===== src/rtl/mac_pkg.sv =====
package mac_pkg;
  typedef enum logic [1:0] {
    OP_HOLD = 2'b00,
    OP_LOAD = 2'b01,
    OP_ADD  = 2'b10,
    OP_SUB  = 2'b11
  } mac_op_e;

  typedef enum logic [1:0] {
    SRC_REG0 = 2'b00,
    SRC_REG1 = 2'b01,
    SRC_ACC  = 2'b10,
    SRC_FB   = 2'b11
  } opnd_src_e;
endpackage


===== src/rtl/mac_operand_bank.sv =====
module mac_operand_bank #(
  parameter int DW = 16,
  parameter int NREG = 2
) (
  input  logic          clk,
  input  logic          rst,
  input  logic          wr_en,
  input  logic          wr_idx,
  input  logic [DW-1:0] wr_data,
  input  logic [1:0]    src,
  input  logic [DW-1:0] acc_hi,
  input  logic [DW-1:0] fb,
  output logic [DW-1:0] opnd
);
  import mac_pkg::*;

  logic [DW-1:0] regs_q [NREG];

  for (genvar g = 0; g < NREG; g++) begin : g_reg
    always_ff @(posedge clk) begin
      if (rst) begin
        regs_q[g] <= '0;
      end else if (wr_en && (int'(wr_idx) == g)) begin
        regs_q[g] <= wr_data;
      end
    end
  end

  always_comb begin
    unique case (opnd_src_e'(src))
      SRC_REG0: opnd = regs_q[0];
      SRC_REG1: opnd = regs_q[1];
      SRC_ACC:  opnd = acc_hi;
      default:  opnd = fb;
    endcase
  end

  // writing one register leaves the other untouched
  p_write_isolated_r8: assert property (@(posedge clk) disable iff (rst)
    (wr_en && !wr_idx) |=> $stable(regs_q[1]));
  p_write_isolated1_r8: assert property (@(posedge clk) disable iff (rst)
    (wr_en && wr_idx) |=> $stable(regs_q[0]));
  // idle bank keeps both registers
  p_no_write_hold_r8: assert property (@(posedge clk) disable iff (rst)
    !wr_en |=> ($stable(regs_q[0]) && $stable(regs_q[1])));
endmodule


===== src/rtl/mac_multiplier.sv =====
module mac_multiplier #(
  parameter int DW = 16,
  localparam int PW = 2 * DW + 2
) (
  input  logic                 clk,
  input  logic                 rst,
  input  logic [DW-1:0]        a,
  input  logic [DW-1:0]        b,
  input  logic                 a_sgn,
  input  logic                 b_sgn,
  output logic signed [PW-1:0] prod
);
  logic signed [DW:0] a_ext;
  logic signed [DW:0] b_ext;

  assign a_ext = {a_sgn & a[DW-1], a};
  assign b_ext = {b_sgn & b[DW-1], b};
  assign prod  = PW'(a_ext) * PW'(b_ext);

  // a product of two unsigned operands is never negative
  always_comb begin
    if (!rst && !a_sgn && !b_sgn) begin
      p_unsigned_nonneg_r2: assert (prod[PW-1] == 1'b0);
    end
  end

  // a zero operand gives a zero product whatever the signs
  p_zero_operand_r2: assert property (@(posedge clk) disable iff (rst)
    ((a == '0) || (b == '0)) |-> (prod == '0));
endmodule


===== src/rtl/mac_accum.sv =====
module mac_accum #(
  parameter int DW = 16,
  parameter int GW = 8,
  localparam int PW = 2 * DW + 2,
  localparam int AW = 2 * DW + GW
) (
  input  logic                 clk,
  input  logic                 rst,
  input  logic [1:0]           op,
  input  logic signed [PW-1:0] prod,
  input  logic                 rnd_en,
  input  logic                 to_fb,
  output logic [AW-1:0]        acc_o,
  output logic [DW-1:0]        fb_o,
  output logic                 ovf_o
);
  import mac_pkg::*;

  localparam logic [AW-1:0] HALF = AW'(1) << (DW - 1);
  localparam logic [DW-1:0] TIE  = {1'b1, {(DW - 1){1'b0}}};

  logic [AW-1:0] acc_q;
  logic [DW-1:0] fb_q;
  logic          ovf_q;
  logic [AW-1:0] prod_x;
  logic [AW-1:0] sum;
  logic [AW-1:0] res;
  logic [AW-2*DW:0] top_bits;
  logic          ovf_n;
  mac_op_e       op_e;

  assign op_e   = mac_op_e'(op);
  assign prod_x = {{(AW - PW){prod[PW-1]}}, prod};

  always_comb begin
    unique case (op_e)
      OP_ADD:  sum = acc_q + prod_x;
      OP_SUB:  sum = acc_q - prod_x;
      default: sum = prod_x;
    endcase
    res = sum;
    if (rnd_en) begin
      res = sum + HALF;
      if (sum[DW-1:0] == TIE) res[DW] = 1'b0;
    end
    top_bits = res[AW-1:2*DW-1];
    ovf_n    = !((&top_bits) || !(|top_bits));
  end

  always_ff @(posedge clk) begin
    if (rst) begin
      acc_q <= '0;
      fb_q  <= '0;
      ovf_q <= 1'b0;
    end else if (op_e != OP_HOLD) begin
      ovf_q <= ovf_n;
      if (to_fb) fb_q  <= res[2*DW-1:DW];
      else       acc_q <= res;
    end
  end

  assign acc_o = acc_q;
  assign fb_o  = fb_q;
  assign ovf_o = ovf_q;

  // hold keeps all results
  p_hold_r3: assert property (@(posedge clk) disable iff (rst)
    (op_e == OP_HOLD) |=> ($stable(acc_q) && $stable(fb_q) && $stable(ovf_q)));
  // unrounded load stores the extended product
  p_load_r3: assert property (@(posedge clk) disable iff (rst)
    (op_e == OP_LOAD && !rnd_en && !to_fb) |=> (acc_q == $past(prod_x)));
  // feedback destination leaves the result register alone
  p_fb_dest_r6: assert property (@(posedge clk) disable iff (rst)
    (op_e != OP_HOLD && to_fb) |=> $stable(acc_q));
  p_acc_dest_r6: assert property (@(posedge clk) disable iff (rst)
    (op_e != OP_HOLD && !to_fb) |=> $stable(fb_q));
  // flag agrees with the stored result
  p_no_overflow_r5: assert property (@(posedge clk) disable iff (rst)
    (op_e != OP_HOLD && !to_fb) |=>
      (ovf_q == !((&acc_q[AW-1:2*DW-1]) || !(|acc_q[AW-1:2*DW-1]))));
endmodule


===== src/rtl/mac_unit.sv =====
module mac_unit #(
  parameter int DW = 16,
  parameter int GW = 8,
  localparam int PW = 2 * DW + 2,
  localparam int AW = 2 * DW + GW
) (
  input  logic          clk,
  input  logic          rst,
  input  logic          xw_en,
  input  logic          xw_idx,
  input  logic [DW-1:0] xw_data,
  input  logic          yw_en,
  input  logic          yw_idx,
  input  logic [DW-1:0] yw_data,
  input  logic [1:0]    op,
  input  logic [1:0]    x_src,
  input  logic [1:0]    y_src,
  input  logic          x_sgn,
  input  logic          y_sgn,
  input  logic          rnd_en,
  input  logic          to_fb,
  output logic [AW-1:0] acc_o,
  output logic [DW-1:0] fb_o,
  output logic          ovf_o
);
  logic [DW-1:0]        x_opnd;
  logic [DW-1:0]        y_opnd;
  logic signed [PW-1:0] prod;

  mac_operand_bank #(.DW(DW), .NREG(2)) x_bank_i (
    .clk(clk), .rst(rst), .wr_en(xw_en), .wr_idx(xw_idx), .wr_data(xw_data),
    .src(x_src), .acc_hi(acc_o[2*DW-1:DW]), .fb(fb_o), .opnd(x_opnd)
  );

  mac_operand_bank #(.DW(DW), .NREG(2)) y_bank_i (
    .clk(clk), .rst(rst), .wr_en(yw_en), .wr_idx(yw_idx), .wr_data(yw_data),
    .src(y_src), .acc_hi(acc_o[2*DW-1:DW]), .fb(fb_o), .opnd(y_opnd)
  );

  mac_multiplier #(.DW(DW)) mult_i (
    .clk(clk), .rst(rst), .a(x_opnd), .b(y_opnd), .a_sgn(x_sgn), .b_sgn(y_sgn),
    .prod(prod)
  );

  mac_accum #(.DW(DW), .GW(GW)) accum_i (
    .clk(clk), .rst(rst), .op(op), .prod(prod), .rnd_en(rnd_en), .to_fb(to_fb),
    .acc_o(acc_o), .fb_o(fb_o), .ovf_o(ovf_o)
  );

  // reset clears every output
  p_reset_clear_r10: assert property (@(posedge clk)
    rst |=> (acc_o == '0 && fb_o == '0 && !ovf_o));
endmodule


===== config.mk =====
export PLATFORM = sky130hd
export DESIGN_NAME = mac_unit
export DESIGN_NICKNAME = d
export VERILOG_FILES = /design/src/rtl/mac_pkg.sv /design/src/rtl/mac_operand_bank.sv /design/src/rtl/mac_multiplier.sv /design/src/rtl/mac_accum.sv /design/src/rtl/mac_unit.sv
export SDC_FILE = /design/constraint.sdc
export NUM_CORES = 1
export LEC_CHECK = 0
export BUFFER_PORTS_ARGS = -buffer_cell sky130_fd_sc_hd__buf_2
export CORE_ASPECT_RATIO = 0.9
export CORE_MARGIN = 8
export CORE_UTILIZATION = 60
export CTS_BUF_LIST = sky130_fd_sc_hd__clkbuf_16
export DETAILED_ROUTE_END_ITERATION = 8
export GPL_TIMING_DRIVEN = 0
export PLACE_DENSITY = 0.78
export SLEW_MARGIN = 15
export SYNTH_ARGS = -nofsm -noshare
export SYNTH_HDL_FRONTEND = slang
export SYNTH_SLANG_ARGS = --single-unit

===== constraint.sdc =====
create_clock -name clk -period 14.9 [get_ports clk]
set_input_delay 1.49 -clock clk [delete_from_list [all_inputs] [get_ports clk]]
set_output_delay 1.49 -clock clk [all_outputs]
set_load 0.05 [all_outputs]

# Word-level counts from Yosys, hierarchy flattened

Memory sizes are Yosys's and may differ from the RTL's.
Index checks and enable logic that the tools add are counted.

Flip-flop bits (word level): 57
Memory bits (writable): 64
Bits of input ports: 48
Output and inout bits: 57
Logic and storage cells: 62
Memories kept: 2

Memories:

| memory          | words | width | rd ports | clocked after memory_dff | write ports | line                   | RTL |
|---|---|---|---|---|---|---|---|
| x_bank_i.regs_q | 2     | 16    | 2        | 0                        | 2           | mac_operand_bank.sv:17 | `logic [DW-1:0] regs_q [NREG];` |
| y_bank_i.regs_q | 2     | 16    | 2        | 0                        | 2           | mac_operand_bank.sv:17 |  |

$add $sub $neg: 3
Multiply operators: 1
Equality and inequality tests: 7
Multiplexer cells: 23
Bitwise gates (word level): 9
Reductions and logical operators: 14

Operators by type and width:

| kind                                                                   | count |
|---|---|
| 16-bit one-hot mux with 3 select lines                                 | 2 |
| 40-bit one-hot mux with 2 select lines                                 | 1 |
| 16-bit 2-to-1 mux                                                      | 4 |
| 40-bit by 16-bit adder with 40-bit output (second input constant)      | 1 |
| 40-bit adder                                                           | 1 |
| 40-bit 2-to-1 mux                                                      | 1 |
| 40-bit subtractor                                                      | 1 |
| 17-bit by 17-bit multiplier with 34-bit output                         | 1 |
| 16-bit equality test (second input constant)                           | 1 |
| 1-bit 2-to-1 mux                                                       | 15 |
| 9-bit AND reduction                                                    | 1 |
| 9-bit OR reduction                                                     | 1 |
| 2-bit equality test (second input constant)                            | 4 |
| 2-bit by 1-bit equality test with 1-bit output (second input constant) | 2 |
| 1-bit logical AND                                                      | 4 |
| 2-bit logical NOT                                                      | 2 |
| 1-bit bitwise OR                                                       | 4 |
| 2-bit AND reduction                                                    | 2 |
| 1-bit NOT                                                              | 3 |
| 1-bit AND                                                              | 2 |
| 1-bit logical NOT                                                      | 2 |
| 2-bit nonzero test                                                     | 1 |
| 1-bit logical OR                                                       | 1 |

# Depth between registers and ports, before layout

Word-level depth: 13
Gate-level depth with buffers: 48
Mapped depth without buffers: 44

# Hierarchy

Synthesis repeated with hierarchy kept, for this count alone.

Cell total of the unflattened synthesis: 2341
Area, all modules: 20970.1 um^2

By module, submodules not included:

| module           | instances | cells each | area an instance (um^2) | sequential area each (um^2) |
|---|---|---|---|---|
| mac_multiplier   | 1         | 1191       | 10896.7                 | 0.0 |
| mac_accum        | 1         | 934        | 6785.3                  | 1141.1 |
| mac_operand_bank | 2         | 108        | 1644.1                  | 960.9 |

# Worst setup path after synthesis

No wires, ideal clock.

Path kind: input to register
From: in y_src[0]
To: reg accum_i.ovf_q, in the netlist accum_i.ovf_o
Library setup time: 0.116 ns
Data arrival time: 12.853 ns
Data required time: 14.784 ns
Path slack: 1.931 ns
Stages: 40
Buffers on the path: 6
Cells stage by stage: clkbuf_1 > buf_1 > mux2_2 > o21ai_1 > clkbuf_1 > nor2_1 > fa_1 > fa_1 > fa_1 > fa_1 > fa_1 > inv_1 > fa_1 > inv_1 > ha_1 > buf_2 > a21oi_1 > o21ai_0 > (+4 left out) > or4_4 > o21ai_0 > xnor2_1 > ha_1 > clkbuf_1 > nand4_1 > nor4b_2 > a21bo_2 > a21o_1 > and4_4 > a211o_1 > or4_1 > buf_6 > nor4_4 > xnor2_1 > or4b_1 > or4_1 > o211a_1

Word-level cells in the longest chain between the ends: 12

RTL lines:

| element                                                  | line                             | RTL |
|---|---|---|
| start: declaration                                       | mac_unit.sv:17                   | `input logic [1:0] y_src,` |
| 2-bit equality test (tied with other cells)              | mac_operand_bank.sv:30           | `unique case (opnd_src_e'(src))` |
| 16-bit one-hot mux with 3 select lines (*)               | mac_operand_bank.sv:30           |  |
| 1-bit AND                                                | mac_multiplier.sv:17             | `assign b_ext = {b_sgn & b[DW-1], b};` |
| 17-bit by 17-bit multiplier with 34-bit output (*)       | mac_multiplier.sv:18             | `assign prod = PW'(a_ext) * PW'(b_ext);` |
| 40-bit subtractor / 40-bit adder (equally long branches) | mac_accum.sv:38, mac_accum.sv:37 |  |
| 40-bit one-hot mux with 2 select lines (*)               | mac_accum.sv:36                  | `unique case (op_e)` |
| 40-bit by 16-bit adder with 40-bit output                | mac_accum.sv:43                  | `res = sum + HALF;` |
| 40-bit 2-to-1 mux (*)                                    | mac_accum.sv:42                  | `if (rnd_en) begin` |
| 9-bit OR reduction                                       | mac_accum.sv:47                  | `ovf_n = !((&top_bits) \|\| !(\|top_bits));` |
| 1-bit logical NOT                                        | mac_accum.sv:47                  |  |
| 1-bit logical OR (*)                                     | mac_accum.sv:47                  |  |
| 1-bit logical NOT (*)                                    | mac_accum.sv:47                  |  |
| end signal: assignment                                   | mac_accum.sv:56                  | `ovf_q <= ovf_n;` |
| end: declaration                                         | mac_accum.sv:24                  | `logic ovf_q;` |

Mark *: on every way between the ends. The rest lies on a longest branch, timed or not.
A chain may end at the register's enable or synchronous reset.

# Final worst setup path

Same ends and word-level chain as after synthesis.

==> impl_metrics.toml <==
[die]
fp.coreArea_sq_um = 35050
dieArea_sq_um = 41850
die_w_um = 214.7
ios = 105
initial_core_util = 0.6085
rows = 65
die_h_um = 194.9

[clock_network]
clkLatencyLatePin_ps = 450
cts.sinks = 121
clockRootBuffer = "clkbuf_16"
path_clk_slew_ps = 70
postCtsSetupRepairBufs = 0
clockBufferDepth = 2
cts_tree = "yes"
htree_levels = 4
numCtsBuffers = 17

[final_layout]
area_growth_pct = 8.171
drive_gt1_frac = 0.1044
nets = 3064
seq_area_sq_um = 3063
n_fill_cell = 2960
diodes = 0
multi_input_area_sq_um = 16520

[route]
drt_iter0_drc = 2168
drc = 0
wirelength_um = 70990
antenna_left = 0
vias = 19200
wire_per_inst_um = 23.09
drt_first_pass_iters = 6
routed_via_density = 6.244

[synth]
async_flop_share = 0
yosysTopAreaCell = "fa_1"
synth.top_cell.area_share = 0.2788
synth-simple-area-share = 0.1968
ys_seq_area_frac = 0.1436
synth-compound-area-share = 0.1351
muxShareOfSynthArea = 0.04382
synth_cell_types = 95
yosysMostFrequentCell = "inv_1"
synth_nets = 2947
synth_ff_type = "edfxtp_1"
synthAdderAreaFrac = 0.3527
syn_avg_cell_area_sq_um = 8.614
synth_common_cells = "inv_1, fa_1, nand2_1"
synth_edf_count = 64
ys_ff_latch = 121
synth_top_family_by_area = "adder cells"
synth_xor_area_frac = 0.04388
syn-instance-count = 2476
ys_top_cells_by_area = "fa_1, edfxtp_1, ha_1"
netlist_area_sq_um = 21330
ys.warnings.count = 0

[worst_setup_path]
start_kind = "input port"
critical-path-top-delay-family = "simple AND/OR/NAND/NOR gates"
cp_num_buf_inv = 6
critical_path.max_stage_delay_ps = 920
cp.required_ps = 15240
crit_arrival_ps = 14630
endpoint_kind = "register"
crit_slowest_cell = "fa_1"
crit_type = "in2reg"
crit_path_frequent_cell = "fa_1"
worstPathMaxFanout = 10

[placement]
dp_hpwl_um = 58890
gp_congestion = 0.9819
io_buffer_count = 99

[sta]
fin_setup_tns_ps = 0
rsz0062_at_grt = "no"
fmax_mhz = 69.98
setup_violations = 0
holdWs_ps = 475.7
max_slew_margin = 0.2772
slew_viol_final = 0
finalClockSkew_ps = 17.41
fin_crit_sh = 0.9591
worst_slew_pin_slew_ps = 1077
hold_viol = 0
final.min_clock_period_ps = 14290

[global_routing]
grt_first_pass_wirelength_um = 110400
grt_start_max_net_pins = 17
antenna_found_initial = 3
grt_remaining_overflow = 0
grtUsageTotal = 0.3370
grt_pass1_vias = 19210

[status]
outcome = "complete, no violations"

[job]
max_cap_violations = 0

[min_path]
hp-class = "reg2reg"
-- flip-flops by register name, indices dropped and copies added, names as in the netlist --
name / flops
y_bank_i.regs_q: 32
accum_i.fb_o: 16
x_bank_i.regs_q: 32
accum_i.ovf_o: 1
accum_i.acc_o: 40
-- per-layer routing --
layer	global-route usage	wire length, um	up-vias
li1	-	-	8461
met2	0.5247	31820	1135
met4	0.1127	2425	0
met1	0.4589	28740	9426
met5	0	0	-
met3	0.07901	8006	179
-- kinds of logic after synthesis --
| family | after synthesis |
|---|---|
| simple gates | 866 |
| buf+inv | 462 |
| compound gates | 429 |
| fa+ha+maj | 423 |
| flops | 121 |
| xor+xnor | 106 |
| mux | 69 |
-- metrics by stage --
stage	setup slack (ps)	utilization	std cells	cell area, sq um
2_1_floorplan	1931	-	2476	21330
3_3_place_gp	-341.6	0.6394	3044	22410
3_5_place_dp	-485.9	0.6396	3044	22420
4_1_cts	119.9	0.6568	3076	23020
5_1_grt	20.23	0.6582	3075	23070
6_report	609.9	0.6582	3075	23070
-- cell usage in the layout (no fill, tap or decap), drive strengths merged, types with 36 or more instances in the layout --
cell type	count
inv	355
fa	297
nand2	294
nor2	217
buf	132
ha	126
a21oi	121
and2	111
clkbuf	98
o21ai	93
edfxtp	64
xnor2	61
dfxtp	57
a211oi	46
xor2	45
nor3	41
mux2i	36
-- final cells by class --
| cell class | instances | share of cell area |
|---|---|---|
| multi-input combinational | 1893 | 0.7160 |
| sequential | 121 | 0.1328 |
| inverter | 347 | 0.05645 |
| tap | 469 | 0.02543 |
| buffer | 114 | 0.02191 |
| timing repair buffer | 99 | 0.02148 |
| clock buffer | 17 | 0.01844 |
| clock inverter | 15 | 0.007538 |
-- tightest hold or removal path, delay by kind of cell (launching register included) --
kind | cells | cell delay, ps
AO/OA/AOI/OAI | 1 | 50
flip-flops | 1 | 320
AND/OR/NAND/NOR | 1 | 50
-- what timing repair did --
item | 4_1_cts | 5_1_grt
pin swaps | 0 | 0
hold buffers | 0 | 0
gates resized for setup | 1 | 35
endpoints found under the setup margin | 1 | 5
-- path summary, 6_finish.rpt --
kind                                         from           endpoint  slack (ps)  cells past startpoint
worst min register to register  accum_i.acc_o[35]  accum_i.acc_o[35]         480                      2
worst max-delay path                     y_src[0]      accum_i.ovf_o         610                     40
worst max register to register  accum_i.acc_o[31]      accum_i.ovf_o        1830                     38
worst min-delay path            accum_i.acc_o[35]  accum_i.acc_o[35]         480                      2
Power is not shown: default switching activity piles up to over one toggle a cycle in this logic, so the estimate is an artifact.
